File: src/rtl/port_cmd_pkg.sv
`timescale 1ns/1ps
package port_cmd_pkg;
    localparam int CMD_W    = 16;
    localparam int BIT_IOSE = 0;
    localparam int BIT_MSE  = 1;
    localparam int BIT_BME  = 2;
    localparam int BIT_IDIS = 10;
    localparam logic [CMD_W-1:0] CMD_WMASK =
        CMD_W'((1 << BIT_IDIS) | (1 << BIT_BME) | (1 << BIT_MSE) | (1 << BIT_IOSE));

    typedef struct packed {
        logic idis;
        logic bme;
        logic mse;
        logic iose;
    } cmd_ctl_t;

    typedef enum logic [1:0] {
        VERDICT_NONE  = 2'b00,
        VERDICT_FWD   = 2'b01,
        VERDICT_ABORT = 2'b10
    } verdict_e;

    function automatic logic [CMD_W-1:0] merge_cmd(
        input logic [CMD_W-1:0] old_v,
        input logic [CMD_W-1:0] new_v,
        input logic [1:0]       be
    );
        logic [CMD_W-1:0] res;
        for (int i = 0; i < 2; i++) begin
            res[i*8 +: 8] = be[i] ? (new_v[i*8 +: 8] & CMD_WMASK[i*8 +: 8]) : old_v[i*8 +: 8];
        end
        return res;
    endfunction
endpackage

File: src/rtl/cmd_store.sv
`timescale 1ns/1ps
module cmd_store
    import port_cmd_pkg::*;
#(
    parameter int CFG_AW  = 10,
    parameter int CMD_IDX = 1
) (
    input  logic              clk,
    input  logic              rst,
    input  logic              cfg_wr,
    input  logic [CFG_AW-1:0] cfg_addr,
    input  logic [3:0]        cfg_be,
    input  logic [31:0]       cfg_wdata,
    output logic [CMD_W-1:0]  cmd_q,
    output cmd_ctl_t          ctl
);
    localparam logic [CFG_AW-1:0] HIT_IDX = CFG_AW'(CMD_IDX);

    logic sel;
    assign sel = cfg_wr && (cfg_addr == HIT_IDX);

    always_ff @(posedge clk) begin
        if (rst) begin
            cmd_q <= '0;
        end else if (sel) begin
            cmd_q <= merge_cmd(cmd_q, cfg_wdata[CMD_W-1:0], cfg_be[1:0]);
        end
    end

    always_comb begin
        ctl.idis = cmd_q[BIT_IDIS];
        ctl.bme  = cmd_q[BIT_BME];
        ctl.mse  = cmd_q[BIT_MSE];
        ctl.iose = cmd_q[BIT_IOSE];
    end

    // reserved and fixed bits never hold a one
    a_r2_reserved_zero: assert property (@(posedge clk) disable iff (rst)
        (cmd_q & ~CMD_WMASK) == '0);
    // a write with no low-byte enable leaves bits 7:0 alone
    a_r3_low_byte_kept: assert property (@(posedge clk) disable iff (rst)
        (sel && !cfg_be[0]) |=> $stable(cmd_q[7:0]));
endmodule

File: src/rtl/cycle_filter.sv
`timescale 1ns/1ps
module cycle_filter
    import port_cmd_pkg::*;
#(
    parameter int AW = 32
) (
    input  logic          clk,
    input  logic          rst,
    input  cmd_ctl_t      ctl,
    input  logic          req_valid,
    input  logic          req_dir,
    input  logic          req_io,
    input  logic [AW-1:0] req_addr,
    input  logic [AW-1:0] mem_base,
    input  logic [AW-1:0] mem_limit,
    input  logic [AW-1:0] io_base,
    input  logic [AW-1:0] io_limit,
    output logic          rsp_valid,
    output logic          rsp_fwd,
    output logic          rsp_abort
);
    localparam int NWIN = 2;   // window 0 = memory, 1 = I/O

    logic [AW-1:0] win_lo [NWIN];
    logic [AW-1:0] win_hi [NWIN];
    logic [NWIN-1:0] win_hit;
    logic [NWIN-1:0] win_en;

    assign win_lo[0] = mem_base;
    assign win_hi[0] = mem_limit;
    assign win_lo[1] = io_base;
    assign win_hi[1] = io_limit;
    assign win_en    = {ctl.iose, ctl.mse};

    for (genvar w = 0; w < NWIN; w++) begin : g_win
        assign win_hit[w] = (req_addr >= win_lo[w]) && (req_addr <= win_hi[w]);
    end

    verdict_e verdict_d;
    verdict_e verdict_q;
    logic     valid_q;

    always_comb begin
        verdict_d = VERDICT_NONE;
        if (!req_dir) begin
            verdict_d = ctl.bme ? VERDICT_FWD : VERDICT_ABORT;
        end else if (win_hit[req_io]) begin
            verdict_d = win_en[req_io] ? VERDICT_FWD : VERDICT_ABORT;
        end
    end

    always_ff @(posedge clk) begin
        if (rst) begin
            valid_q   <= 1'b0;
            verdict_q <= VERDICT_NONE;
        end else begin
            valid_q   <= req_valid;
            verdict_q <= req_valid ? verdict_d : VERDICT_NONE;
        end
    end

    assign rsp_valid = valid_q;
    assign rsp_fwd   = (verdict_q == VERDICT_FWD);
    assign rsp_abort = (verdict_q == VERDICT_ABORT);

    // a verdict appears exactly one clock after a request
    a_r4_one_clock: assert property (@(posedge clk) disable iff (rst)
        req_valid |=> rsp_valid);
    // never both forwarded and aborted
    a_r4_exclusive: assert property (@(posedge clk) disable iff (rst)
        !(rsp_fwd && rsp_abort));
    // a downstream miss is never claimed
    a_r7_miss_unclaimed: assert property (@(posedge clk) disable iff (rst)
        (req_valid && req_dir && !win_hit[req_io]) |=> (!rsp_fwd && !rsp_abort));
    // an upstream cycle with mastering off is aborted
    a_r4_up_abort: assert property (@(posedge clk) disable iff (rst)
        (req_valid && !req_dir && !ctl.bme) |=> rsp_abort);
endmodule

File: src/rtl/intx_gate.sv
`timescale 1ns/1ps
module intx_gate (
    input  logic clk,
    input  logic rst,
    input  logic idis,
    input  logic hp_evt,
    input  logic pm_evt,
    output logic own_assert,
    output logic own_deassert
);
    logic want;
    logic active_q;

    assign want = (hp_evt || pm_evt) && !idis;

    always_ff @(posedge clk) begin
        if (rst) begin
            active_q     <= 1'b0;
            own_assert   <= 1'b0;
            own_deassert <= 1'b0;
        end else begin
            active_q     <= want;
            own_assert   <= want && !active_q;
            own_deassert <= !want && active_q;
        end
    end

    // setting the disable bit while active yields a deassert
    a_r9_disable_drops: assert property (@(posedge clk) disable iff (rst)
        (active_q && idis) |=> own_deassert);
    // assert and deassert never coincide
    a_r8_not_both: assert property (@(posedge clk) disable iff (rst)
        !(own_assert && own_deassert));
    // with the disable bit held, no assert is produced
    a_r9_no_assert: assert property (@(posedge clk) disable iff (rst)
        (idis && !active_q) |=> !own_assert);
endmodule

File: src/rtl/port_cmd_gate.sv
`timescale 1ns/1ps
module port_cmd_gate
    import port_cmd_pkg::*;
#(
    parameter int CFG_AW  = 10,
    parameter int CMD_IDX = 1,
    parameter int AW      = 32
) (
    input  logic              clk,
    input  logic              rst,
    input  logic              cfg_wr,
    input  logic [CFG_AW-1:0] cfg_addr,
    input  logic [3:0]        cfg_be,
    input  logic [31:0]       cfg_wdata,
    output logic [31:0]       cfg_rdata,
    input  logic              req_valid,
    input  logic              req_dir,
    input  logic              req_io,
    input  logic [AW-1:0]     req_addr,
    input  logic [AW-1:0]     mem_base,
    input  logic [AW-1:0]     mem_limit,
    input  logic [AW-1:0]     io_base,
    input  logic [AW-1:0]     io_limit,
    output logic              rsp_valid,
    output logic              rsp_fwd,
    output logic              rsp_abort,
    input  logic              hp_evt,
    input  logic              pm_evt,
    output logic              own_assert,
    output logic              own_deassert,
    input  logic              dn_assert_in,
    input  logic              dn_deassert_in,
    output logic              up_assert_out,
    output logic              up_deassert_out
);
    localparam logic [CFG_AW-1:0] RD_IDX = CFG_AW'(CMD_IDX);

    logic [CMD_W-1:0] cmd_q;
    cmd_ctl_t         ctl;

    cmd_store #(.CFG_AW(CFG_AW), .CMD_IDX(CMD_IDX)) u_store (
        .clk(clk), .rst(rst), .cfg_wr(cfg_wr), .cfg_addr(cfg_addr),
        .cfg_be(cfg_be), .cfg_wdata(cfg_wdata), .cmd_q(cmd_q), .ctl(ctl)
    );

    cycle_filter #(.AW(AW)) u_filter (
        .clk(clk), .rst(rst), .ctl(ctl),
        .req_valid(req_valid), .req_dir(req_dir), .req_io(req_io), .req_addr(req_addr),
        .mem_base(mem_base), .mem_limit(mem_limit), .io_base(io_base), .io_limit(io_limit),
        .rsp_valid(rsp_valid), .rsp_fwd(rsp_fwd), .rsp_abort(rsp_abort)
    );

    intx_gate u_intx (
        .clk(clk), .rst(rst), .idis(ctl.idis), .hp_evt(hp_evt), .pm_evt(pm_evt),
        .own_assert(own_assert), .own_deassert(own_deassert)
    );

    assign cfg_rdata = (cfg_addr == RD_IDX) ? {16'h0000, cmd_q} : 32'h0;

    always_ff @(posedge clk) begin
        if (rst) begin
            up_assert_out   <= 1'b0;
            up_deassert_out <= 1'b0;
        end else begin
            up_assert_out   <= dn_assert_in;
            up_deassert_out <= dn_deassert_in;
        end
    end

    // messages from below pass regardless of interrupt disable
    a_r10_assert_pass: assert property (@(posedge clk) disable iff (rst)
        dn_assert_in |=> up_assert_out);
    a_r10_deassert_pass: assert property (@(posedge clk) disable iff (rst)
        dn_deassert_in |=> up_deassert_out);
endmodule

File: config.mk
export PLATFORM = sky130hd
export DESIGN_NAME = port_cmd_gate
export DESIGN_NICKNAME = d
export VERILOG_FILES = /design/src/rtl/port_cmd_pkg.sv /design/src/rtl/cmd_store.sv /design/src/rtl/cycle_filter.sv /design/src/rtl/intx_gate.sv /design/src/rtl/port_cmd_gate.sv
export SDC_FILE = /design/constraint.sdc
export NUM_CORES = 1
export LEC_CHECK = 0
export ABC_AREA = 0
export BUFFER_PORTS_ARGS = -buffer_cell sky130_fd_sc_hd__buf_4
export CORE_MARGIN = 5
export CORE_UTILIZATION = 48
export CTS_CLUSTER_SIZE = 14
export DETAILED_ROUTE_END_ITERATION = 8
export PLACE_DENSITY = 0.9
export SLEW_MARGIN = 15
export SYNTH_ARGS = -nofsm -noshare
export SYNTH_HDL_FRONTEND = slang
export SYNTH_SLANG_ARGS = --single-unit
File: constraint.sdc
create_clock -name clk -period 4 [get_ports clk]
set_input_delay 0.6 -clock clk [delete_from_list [all_inputs] [get_ports clk]]
set_output_delay 0.6 -clock clk [all_outputs]
set_load 0.005 [all_outputs]
==> impl_metrics.env <==
export IMPL_dieHeight_um=100
export IMPL_r2r_start="u_store.cmd_q[2]"
export IMPL_reg2reg_depth=4
export IMPL_antenna_found_initial=0
export IMPL_ys_types=46
export IMPL_netlist_area_leader_share_pct=40.9
export IMPL_endpoint_kind="output pin"
export IMPL_timing_final_crit_period_ns=2.45
export IMPL_status="completed"
export IMPL_start_kind="primary input"
export IMPL_synth_area_mm2=0.00392
export IMPL_path_clk_slew_ns=0.05
export IMPL_design_core_area_mm2=0.00809
export IMPL_hp_class="register to register"
export IMPL_cts_max_level=1
export IMPL_drt_total_wl_mm=12.3
export IMPL_p_leak_nw=3.32
export IMPL_wl_per_cell_um=14.9
export IMPL_r2r_setup_slack_ns=2.89
export IMPL_final_common_cell="buf_4"
export IMPL_ioPinCount=255
export IMPL_area_growth_pct=39.3
export IMPL_vias_per_cell=5.14
export IMPL_start_util_pct=48.4
export IMPL_required_ns=3.40
export IMPL_grt_pass1_wl_mm=19.1
export IMPL_port_buffers=196
export IMPL_ys_top_cells_by_area="ha_1 (41%), inv_1 (12%), dfxtp_1 (6.1%)"
export IMPL_place_hpwl_mm=11.3
export IMPL_ctsLongestPathBuffers=2
export IMPL_grt_max_degree=11
export IMPL_placedCellCount=825
export IMPL_clock_skew_ns=0.00211
export IMPL_worstPathCellList="buf_4 -> or4_4 -> nor4_4 -> and2_1 -> buf_4"
export IMPL_drive_above_1_share_pct=28.7
export IMPL_syn_inst=527
export IMPL_cp_startpoint="cfg_addr[5]"
export IMPL_rsz0062_at_grt="false"
export IMPL_r2r_end="u_filter.verdict_q[1]"
export IMPL_cts_hold_buf=0
export IMPL_first_iter_violations=46
export IMPL_firstDrtPassIters=4
export IMPL_seq_area_frac_synth_pct=6.13
export IMPL_clock_latency_ns=0.24
export IMPL_cts_sinks=12
export IMPL_endpoint="cfg_rdata[0]"
export IMPL_slew_headroom_pct=62.1
export IMPL_antenna_diode_count=0
export IMPL_path_class="primary input to output pin"
export IMPL_ys_flop_type="dfxtp_1"
export IMPL_drcViolationCount=0
export IMPL_maxSlewViolCount=0
export IMPL_cts_tree="yes"
export IMPL_post_cts_setup_buffer_count=0
export IMPL_maxCapViolCount=0
export IMPL_crit_top_cell="buf_4"
export IMPL_cp_arrival_ns=1.85
export IMPL_detail_route_antenna_nets=0
export IMPL_ys_ff_latch=12
export IMPL_via_count=4260
export IMPL_fin_cells=829
export IMPL_root_buffer="clkbuf_8"
export IMPL_yosys_warnings=0
export IMPL_grt_pass1_vias=4387
export IMPL_mostFrequentLayoutCells="buf_4 (196), inv_1 (129), ha_1 (128)"
export IMPL_tightest_slew_ns=0.564
export IMPL_cts_resized_gates=0
export IMPL_layout_nets=1069
export IMPL_powerDensity_mw_per_mm2=135
export IMPL_critical_path_max_stage_delay_ns=0.54
export IMPL_timing_fmax_mhz=409
export IMPL_synth_top_area_cell="ha_1"
export IMPL_setup_violations_final=0
export IMPL_syn_avg_cell_area_um2=7.43
export IMPL_grt_usage_pct=22.9
export IMPL_crit_fanout=6
export IMPL_die_area_mm2=0.0101
export IMPL_crit_path_top_delay_cell="or4_4"
export IMPL_place_gp_congestion=0.902
export IMPL_fin_crit_sh_pct=61.2
export IMPL_synth_enable_flop_cells=0
export IMPL_async_reset_ff_share_pct=0
export IMPL_die_w_um=100
export IMPL_fin_setup_tns_ns=0
export IMPL_final_hold_viol_count=0
export IMPL_rows=33
export IMPL_ir_drop_mv=0.0850
export IMPL_grt_overflow_total=0
export IMPL_cts_buffers_inserted=3
[how the worst min path moves through the flow]
stage          depth (start not counted)       startpoint                 to
2_1_floorplan                          1  u_intx.active_q  u_intx.own_assert
3_3_place_gp                           1  u_intx.active_q  u_intx.own_assert
3_5_place_dp                           1  u_intx.active_q  u_intx.own_assert
4_1_cts                                1  u_intx.active_q  u_intx.own_assert
5_1_grt                                1  u_intx.active_q  u_intx.own_assert
6_report                               1  u_intx.active_q  u_intx.own_assert
[flip-flops by register name (all words and copies together), names as in the netlist]
name	count
u_filter.rsp_valid	1
u_filter.verdict_q	2
u_intx.active_q	1
u_intx.own_assert	1
u_intx.own_deassert	1
u_store.cmd_q	4
up_assert_out	1
up_deassert_out	1
[cell families after synthesis]
kind of cell	Yosys count	share of synthesized area (%)
flip-flops	12	6.13
other	1	0.0958
buffers and inverters	159	18.0
AND/OR/NAND/NOR	119	17.7
multiplexers	5	1.28
adder cells (fa/ha/maj)	128	40.9
AO/OA/AOI/OAI	103	16.0
[per-layer routing]
metal,track usage (%),wire length (µm)
met1,26.2,4750
met3,2.50,865
met5,0,0
met2,44.4,6480
met4,5.60,233
[synth_stat cells (all sizes together) (3+ instances only)]
master and instances:
a221o 3, a21o 8, and4 4, o21ai 18
nor4 6, and2 5, a2111oi 3, a221oi 5
or4 3, a31oi 3, nand3 15, buf 29
nor3 3, a211oi 4, dfxtp 12, mux2i 5
nor2 14, nand4 22, nand2 27, nor2b 8
nand2b 4, a21oi 48, ha 128, inv 129
[where the power goes]
| group | internal (mW) | switching [mW] |
|---|---|---|
| registers | 0.124 | 0.00135 |
| clock network | 0.0871 | 0.0466 |
| logic | 0.252 | 0.225 |
| total | 0.463 | 0.273 |
[critical path, delay by kind of cell]
kind / cells / cell delay, ns
buf+inv: 2 / 0.22
simple gates: 3 / 1.04
[per-stage QoR]
stage	total power [mW]	utilization, %	hold slack [ns]	setup slack, ns	area (µm²)
floorplan	0.384	-	0.389	1.75	4020
global placement	0.576	66.7	0.398	1.34	5400
detailed placement	0.602	66.7	0.412	1.34	5400
CTS	0.739	67.4	0.421	1.54	5460
global route	0.802	67.4	0.425	1.39	5460
finish	0.736	67.4	0.426	1.55	5460
[layout make-up]
class	count	area [µm²]
multi-input cells	383	3070
fillers	687	2640
flip-flops and latches	12	240
repair buffers	196	1470
inverters	129	484
well taps	105	131
clock buffers	4	55.1
Note: power is estimated with default switching activity, not from simulation.
